--- src/rtl/hue_phase_gen.sv ---
module hue_phase_gen #(
  parameter int ACC_W  = 32,
  parameter int HUE_W  = 8,
  parameter int STEP_W = 11
) (
  input  logic             clk,
  input  logic             rst_n,
  input  logic [ACC_W-1:0] phase_inc,
  input  logic [HUE_W-1:0] hue_code,
  input  logic             hue_en,
  input  logic             pal_mode,
  input  logic             burst_gate,
  input  logic             active_gate,
  output logic [ACC_W-1:0] phase_out
);
  localparam int SHIFT = ACC_W - STEP_W;
  localparam logic [HUE_W:0] CENTRE = (HUE_W+1)'(1) << (HUE_W - 1);

  logic [ACC_W-1:0]  acc;
  logic [HUE_W-1:0]  code_eff;
  logic [HUE_W:0]    delta;
  logic [STEP_W-1:0] delta_top;
  logic [ACC_W-1:0]  offset;
  logic              apply;

  assign code_eff  = (pal_mode && hue_code == '0) ? HUE_W'(1) : hue_code;
  assign delta     = {1'b0, code_eff} - CENTRE;
  assign delta_top = {{(STEP_W-HUE_W-1){delta[HUE_W]}}, delta};
  assign offset    = {delta_top, {SHIFT{1'b0}}};
  assign apply     = hue_en & active_gate & ~burst_gate;

  always_ff @(posedge clk) begin
    if (!rst_n) begin
      acc       <= '0;
      phase_out <= '0;
    end else begin
      acc       <= acc + phase_inc;
      phase_out <= acc + (apply ? offset : '0);
    end
  end
endmodule


--- config.mk ---
export PLATFORM = sky130hd
export DESIGN_NAME = hue_phase_gen
export DESIGN_NICKNAME = d
export VERILOG_FILES = /design/src/rtl/hue_phase_gen.sv
export SDC_FILE = /design/constraint.sdc
export NUM_CORES = 1
export LEC_CHECK = 0
export BUFFER_PORTS_ARGS = -buffer_cell sky130_fd_sc_hd__buf_2
export CORE_MARGIN = 2
export CORE_UTILIZATION = 55
export DETAILED_ROUTE_END_ITERATION = 12
export GPL_TIMING_DRIVEN = 0
export PLACE_DENSITY_LB_ADDON = 0.12
export RECOVER_POWER = 100
export SYNTH_ARGS = -nofsm -noshare
export SYNTH_HDL_FRONTEND = slang
export SYNTH_SLANG_ARGS = --single-unit
--- constraint.sdc ---
create_clock -name clk -period 3.2 [get_ports clk]
set_clock_uncertainty 0.15 [all_clocks]
set_input_delay 0.16 -clock clk [delete_from_list [all_inputs] [get_ports clk]]
set_output_delay 0.16 -clock clk [all_outputs]
set_load 0.005 [all_outputs]
## Yosys cells after proc, flatten, opt, wreduce, memory -nomap -nowiden

Index checks and enable logic that the tools add are counted.
W data, S select, Z words.

| word-level totals | value |
|---|---|
| register bits | 64 |
| bits of input ports | 46 |
| output and inout port bits | 32 |
| logic and storage cells | 12 |

| cells by class | value |
|---|---|
| add/sub/neg operators | 3 |
| muxes and demuxes | 2 |
| bitwise logic cells | 3 |
| reduce and logical (&&, ||, !) cells | 2 |

Operators by type and width:

| operator | count |
|---|---|
| $add A32 B32 Y32 | 2 |
| $mux W32 | 1 |
| $sub A8 B8 Y9 const B | 1 |
| $logic_not A8 Y1 | 1 |
| $mux W8 | 1 |
| $and A1 B1 Y1 | 2 |
| $logic_and A1 B1 Y1 | 1 |
| $not A1 Y1 | 1 |

## Depth between registers and ports, before layout

Gate-level depths: netlist of run 1.

| depth | value |
|---|---|
| depth in word-level cells | 6 |
| mapped depth | 13 |
| depth with buffers taken out | 13 |

## Worst setup path after synthesis of run 1

No wires, ideal clock.

| timing | value |
|---|---|
| path kind | input port to flip-flop |
| start | input hue_code[6] |
| end | register phase_out[31] |
| setup time | 0.132 ns |
| arrival time | 2.219 ns |
| data required time | 2.918 ns |
| path slack | 0.699 ns |
| stages | 13 |
| buffers on the path | 0 |
| cell sequence | nor4b_1 > a21oi_1 > nor3_1 > ha_1 > inv_1 > fa_1 > nor2b_1 > o21ai_0 > a21boi_0 > o21ai_0 > a211oi_1 > or3_1 > a21oi_1 |

| between the ends | value |
|---|---|
| cells in the longest elaborated chain, start to end | 6 |

Ends and longest elaborated chain:

| what | RTL line | RTL |
|---|---|---|
| start, declared | 9 | `input logic [HUE_W-1:0] hue_code,` |
| $logic_not A8 Y1 | 26 | `assign code_eff = (pal_mode && hue_code == '0) ? HUE_W'(1) : hue_code;` |
| $logic_and A1 B1 Y1 | 26 |  |
| $mux W8 (*) | 26 |  |
| $sub A8 B8 Y9 (*) | 27 | `assign delta = {1'b0, code_eff} - CENTRE;` |
| $mux W32 (*) | 38 | `phase_out <= acc + (apply ? offset : '0);` |
| $add A32 B32 Y32 (*) | 38 |  |
| end signal, assigned | 38 |  |
| end, declared | 14 | `output logic [ACC_W-1:0] phase_out` |

Mark *: on every way between the ends. The rest lies on a longest branch, timed or not.
A chain may end at the register's enable or synchronous reset.

## Worst setup path in the final report of run 1

| timing | value |
|---|---|
| start | register acc[0] |
| end | register acc[20] |

| between the ends | value |
|---|---|
| cells in the longest elaborated chain, start to end | 1 |

Ends and longest elaborated chain:

| what | RTL line | RTL |
|---|---|---|
| start, declared | 19 | `logic [ACC_W-1:0] acc;` |
| start signal, assigned | 37 | `acc <= acc + phase_inc;` |
| $add A32 B32 Y32 | 37 |  |

No other way between the ends.

==> impl_metrics.csv, run 1 <==
group,metric,value,unit
status,outcome,"finished, final reports clean",
finish,layout.cells.non_filler,617,
placement,dp.cells,601,
yosys,postSynthAreaPerCell,8.573,µm²
yosys,synth_area,0.003815,mm²
global_routing,overflow,0,
placement,port_buffers,76,
timing,tightest_slew,0.8960,ns
timing,finalCritPeriodShare,93.72,%
global_routing,grt_pass1_wl,14.39,mm
critical_path,start_kind,"flip-flop",
drt,route.detailed.drc,0,
yosys,synth-edff-count,0,
critical_path,crit_path_end_kind,"flip-flop",
clock_network,root_buffer,"clkbuf_8",
timing,fmaxAchievable,333.5,MHz
power,p_per_area,884.0,mW/mm²
yosys,ys_async_sr_fraction,0,%
yosys,synth_ff_type,"dfxtp_1",
placement,gp_congestion,0.9348,
floorplan,initial_core_util,56.46,%
yosys,synth_compound_area_share,20.01,%
timing,rsz0062_at_grt,"no",
finish,drive_gt1_share,14.53,%
finish,final_nets,621,
timing,finalHoldViolCount,0,
yosys,yosys.area_share.adder,14.50,%
critical_path,critical_path_class,"reg -> reg",
clock_network,cts_setup_buffers,0,
yosys,yosysSeqAreaShare,33.58,%
finish,syn_to_final_growth,17.15,%
clock_network,cts_resized,0,
clock_network,cts_sinks,64,
clock_network,clk_latency,0.34,ns
yosys,synthXorXnorAreaFrac,5.740,%
run,cap_viol_max_count,0,
floorplan,die-width,87.29,µm
yosys,synth_simple_gate_area_share,21.06,%
drt,drt_pass1_iterations,4,
critical_path,crit_required,3.26,ns
global_routing,globalRouteTotalUtil,23.76,%
clock_network,cts_buffers,9,
yosys,synth_top_area_share,33.58,%
finish,final_area,0.004469,mm²
drt,vias_per_cell,5.669,
global_routing,antenna_found_initial,0,
drt,wl_per_cell,14.08,µm
drt,wl,8.690,mm
yosys,ys_types,53,
yosys,synth_top_area_cell,"dfxtp_1",
timing,min_period,2.999,ns
floorplan,placementRows,30,
power,p_leak,2.087,nW
drt,via_count,3498,
power,irDropWorstVdd,415.5,µV
floorplan,die_h,87.29,µm
yosys,synth_top_family_by_area,"simple AND/OR/NAND/NOR gates",
drt,antenna_left,0,
global_routing,grt_pass1_vias,3287,
yosys,synth-seq-cells,64,
drt,drtIter0Drc,141,
clock_network,clockBufferDepth,2,
clock_network,clk_pin_slew_worst_paths,0.07,ns
global_routing,grt_max_degree,11,
placement,dp_hpwl,6.677,mm
yosys,synthMuxAreaShare,1.837,%
yosys,synthTopCellsByArea,"dfxtp_1, ha_1, a21oi_1",
timing,slew_viol_final,0,
placement,placed_area,0.004295,mm²
floorplan,die_area,0.007619,mm²
critical_path,cp.arrival,3.06,ns
finish,diodes,0,
timing,setup_tns,0,ns
yosys,yosys_warnings,0,
floorplan,core,0.006756,mm²
clock_network,holdBufCountCts,0,
timing,maxSlewHeadroom,39.49,%
timing,setup_violations,0,
clock_network,cts_tree,"built",
floorplan,io_pins,78,
clock_network,cts.htree.levels,3,
yosys,synth_cells,445,
critical_path,cp_max_fo,4,
hold_path,hold_path_class,"in -> reg",
power,power,3.951,mW
yosys,syn_nets,534,
per-layer routing:
metal / GRT usage [%] / up-vias / wire (µm)
li1: - / 1773 / -
met5: 0 / - / 0
met4: 9.371 / 0 / 106
met2: 37.40 / 108 / 3936
met1: 32.52 / 1606 / 4092
met3: 3.697 / 11 / 554
worst max-delay path: stages, from the launching register on:
cell	delay, ns
dfxtp_1	0.33
ha_1	0.19
inv_1	0.06
fa_1	0.39
nand2b_1	0.20
a211oi_1	0.46
o21ai_0	0.26
a31oi_1	0.41
a221oi_1	0.18
xor2_1	0.18
nor2_1	0.05
metrics by stage:
step / hold WS (ns) / util [%] / setup slack, ns
2_1_floorplan: 0.2420 / - / 0.6986
3_3_place_gp: 0.2961 / 63.57 / 0.1008
3_5_place_dp: 0.2995 / 63.57 / 0.07270
4_1_cts: 0.006729 / 66.52 / 0.2781
5_1_grt: 0.02229 / 66.15 / 0.01310
6_report: 0.008873 / 66.15 / 0.2011
layout by cell type (no fill, tap or decap), types with 12 or more instances in the layout:
cell,n
nand2_1,28
dfxtp_1,64
clkbuf_1,33
and2_1,17
buf_2,57
xnor2_1,14
a21oi_1,37
nor3_1,16
o21ai_0,22
nor2_1,42
ha_1,41
a21o_1,13
inv_1,15
nand2b_1,12
where the power goes:
group	switching, mW	internal (mW)	total, mW
logic	1.16	0.898	2.06
clock network	0.305	0.400	0.705
registers	0.116	1.07	1.19
synthesized netlist by cell type (3+ instances only):
cell	count
a211oi_1	7
nor2_1	42
o41ai_1	3
o21a_1	5
mux2i_1	7
a21o_1	13
a21oi_1	37
nand3_1	9
ha_1	41
nor3b_1	4
dfxtp_1	64
xnor2_1	14
nand2_1	28
xor2_1	11
and2_1	27
nor3_1	16
o21ai_0	22
nand2b_1	12
inv_1	15
clkbuf_1	13
nor2b_1	3
nand4_1	6
o21bai_1	4
a221oi_1	3
final cells by class:
class / count / area [µm²]
Multi-Input combinational cell: 350 / 2407
Fill cell: 617 / 2287
Sequential cell: 64 / 1281
Timing Repair Buffer: 76 / 356.6
Clock buffer: 13 / 158.9
Tap cell: 80 / 100.1
Buffer: 15 / 65.06
Inverter: 16 / 60.06
Clock inverter: 3 / 40.04
worst paths after layout:
path	start	to	slack, ns	cells past startpoint
hold / removal	phase_inc[0]	acc[0]	0.009	3
hold reg to reg	acc[11]	phase_out[11]	0.31	1
setup / recovery	acc[0]	acc[20]	0.20	10
setup reg to reg	acc[0]	acc[20]	0.20	10
sequential cells by signal (all words and copies together) (netlist names):
name       cells
acc           32
phase_out     32
cell families after synthesis:
logic type,count (synthesis)
AO/OA/AOI/OAI,116
multiplexers,7
buffers and inverters,31
AND/OR/NAND/NOR,159
adder cells (fa/ha/maj),43
flip-flops,64
XOR/XNOR,25
Note: power is estimated with default switching activity, not from simulation.
==> run 2, diff against run 1 <==
CORE_UTILIZATION = 57   (was 55)
CTS_BUF_LIST = sky130_fd_sc_hd__clkbuf_2 sky130_fd_sc_hd__clkbuf_4 sky130_fd_sc_hd__clkbuf_8   (was unset)
==> run 2 against run 1 <==
Net effect: the flow now finishes with violations (design-rule violations); die area shrank 3.4%; worst setup slack better by 0.077 ns; hold slack better by 0.074 ns; sequential power hardly changed; clock power grew 4.0%; count of clock-buffer cells in the layout fell by 2; power up 1.3%; sequential cell count stayed put; utilization is 4.0 points higher; non-clock buffer count increased by 1; fmax is 2.6% higher; combinational power about the same; critical endpoint is now acc[30].
==> impl_metrics.csv, run 2 (same netlist as run 1, synthesis figures left out) <==
group,metric,value,unit
status,outcome,"finished, violations left",
status,violations,"design-rule violations",
timing,min_period,2.922,ns
finish,final_nets,622,
global_routing,grt_pass1_vias,3375,
timing,finalHoldViolCount,0,
floorplan,die_area,0.007363,mm²
floorplan,die_h,85.81,µm
finish,drive_gt1_share,17.29,%
power,p_leak,2.133,nW
drt,route.detailed.drc,3,
run,cap_viol_max_count,0,
clock_network,cts_buffers,9,
timing,setup_violations,0,
drt,antenna_left,0,
clock_network,clockBufferDepth,2,
placement,gp_congestion,0.9654,
critical_path,cp.arrival,3.00,ns
floorplan,die-width,85.81,µm
timing,rsz0062_at_grt,"no",
critical_path,r2r_slack,0.42,ns
critical_path,crit_start,"phase_inc[0]",
clock_network,clk_pin_slew_worst_paths,0.08,ns
clock_network,cts.htree.levels,3,
critical_path,start_kind,"input pin",
floorplan,placementRows,29,
critical_path,cp_max_fo,4,
timing,slew_viol_final,0,
critical_path,critical_path_class,"in -> reg",
timing,worst_hold_slack,0.08261,ns
floorplan,core,0.006422,mm²
finish,fill_cells,528,
hold_path,hold_path_class,"in -> reg",
global_routing,overflow,0,
timing,tightest_slew,0.9063,ns
critical_path,r2r_start,"acc[0]",
critical_path,crit_required,3.28,ns
timing,maxSlewHeadroom,38.79,%
floorplan,initial_core_util,59.40,%
clock_network,cts_sinks,64,
placement,placed_area,0.004292,mm²
global_routing,antenna_found_initial,0,
global_routing,globalRouteTotalUtil,25.74,%
finish,syn_to_final_growth,18.04,%
finish,final_area,0.004503,mm²
floorplan,io_pins,78,
timing,setup_tns,0,ns
critical_path,rr_endpoint,"acc[20]",
drt,wl_per_cell,14.53,µm
drt,wl,8.934,mm
power,irDropWorstVdd,442.1,µV
finish,layout_commonest_cell,"buf_2",
timing,fmaxAchievable,342.3,MHz
critical_path,cp-endpoint,"acc[30]",
finish,diodes,0,
clock_network,clk_latency,0.35,ns
placement,dp_hpwl,6.782,mm
drt,via_count,3519,
finish,largestRegisters,"acc (32), phase_out (32)",
critical_path,r2r_cells,10,
placement,port_buffers,76,
clock_network,cts_tree,"built",
drt,drtIter0Drc,181,
global_routing,grt_pass1_wl,15.15,mm
finish,mostFrequentLayoutCells,"buf_2, dfxtp_1, nor2_1",
timing,finalCritPeriodShare,91.30,%
critical_path,crit_path_end_kind,"flip-flop",
global_routing,grt_max_degree,12,
drt,vias_per_cell,5.722,
clock_network,root_buffer,"clkbuf_8",
drt,drt_pass1_iterations,9,
power,p_per_area,888.5,mW/mm²
run 2: cell types whose count changed in the layout (fill, tap and decap cells not counted):
cell / change
and2_0: +3
dlygate4sd3_1: +1
a211oi_1: -1
clkbuf_1: -13
and2_1: -3
a211oi_2: +1
buf_2: +12
clkinvlp_4: +2
buf_1: -1
run 2: worst max-delay path: stages:
cell and delay, ns:
dlygate4sd3_1 0.54, buf_2 0.12, ha_1 0.22, inv_1 0.08, fa_1 0.19, nand2b_1 0.18, a211oi_2 0.12, o211ai_1 0.25
nand3_1 0.16, a221oi_1 0.58, o21ai_0 0.24, mux2i_1 0.16
run 2: final cells by class:
type / count / area (µm²) / area share (%)
Buffer: 15 / 65.06 / 1.445
Sequential cell: 64 / 1281 / 28.45
Timing Repair Buffer: 77 / 381.6 / 8.475
Clock inverter: 5 / 55.05 / 1.223
Clock buffer: 11 / 151.4 / 3.362
Multi-Input combinational cell: 350 / 2412 / 53.57
Tap cell: 77 / 96.34 / 2.139
Inverter: 16 / 60.06 / 1.334
run 2: per-layer routing:
layer  global-route usage, %  up-vias  wire length (µm)
met4                   9.812        0               143
met1                   34.15     1620              4227
met2                   40.91      122              4054
li1                        -     1760                 -
met3                   5.775       17               509
met5                       0        -                 0
run 2: report_power, final:
| group | switching [mW] | total [mW] | internal, mW |
|---|---|---|---|
| Combinational | 1.16 | 2.07 | 0.909 |
| Clock | 0.334 | 0.733 | 0.399 |
| Sequential | 0.123 | 1.19 | 1.07 |
run 2: per-stage QoR:
step,power (mW),utilization (%),cells,setup WS (ns)
2_1_floorplan,2.774,-,445,0.6986
3_3_place_gp,3.178,66.82,598,0.1148
3_5_place_dp,3.246,66.82,598,0.06683
4_1_cts,3.988,70.19,615,0.2365
5_1_grt,4.345,70.11,615,0.002831
6_report,4.001,70.11,615,0.2783
run 2: worst min-delay path by stage:
stage	start	endpoint	slack, ns	depth (start not counted)
after global placement	acc[16]	phase_out[16]	0.30	1
after CTS	phase_inc[1]	acc[1]	0.08	4
after detailed placement	acc[13]	phase_out[13]	0.30	1
after global routing	phase_inc[1]	acc[1]	0.12	4
after floorplan	phase_inc[0]	acc[0]	0.24	2
final	phase_inc[1]	acc[1]	0.08	4
run 2: repair_timing:
item,4_1_cts,5_1_grt
setup endpoints to repair,0,3
endpoints found under the hold margin,1,0
hold buffers,1,0
setup buffers,0,0
resized for setup,0,1
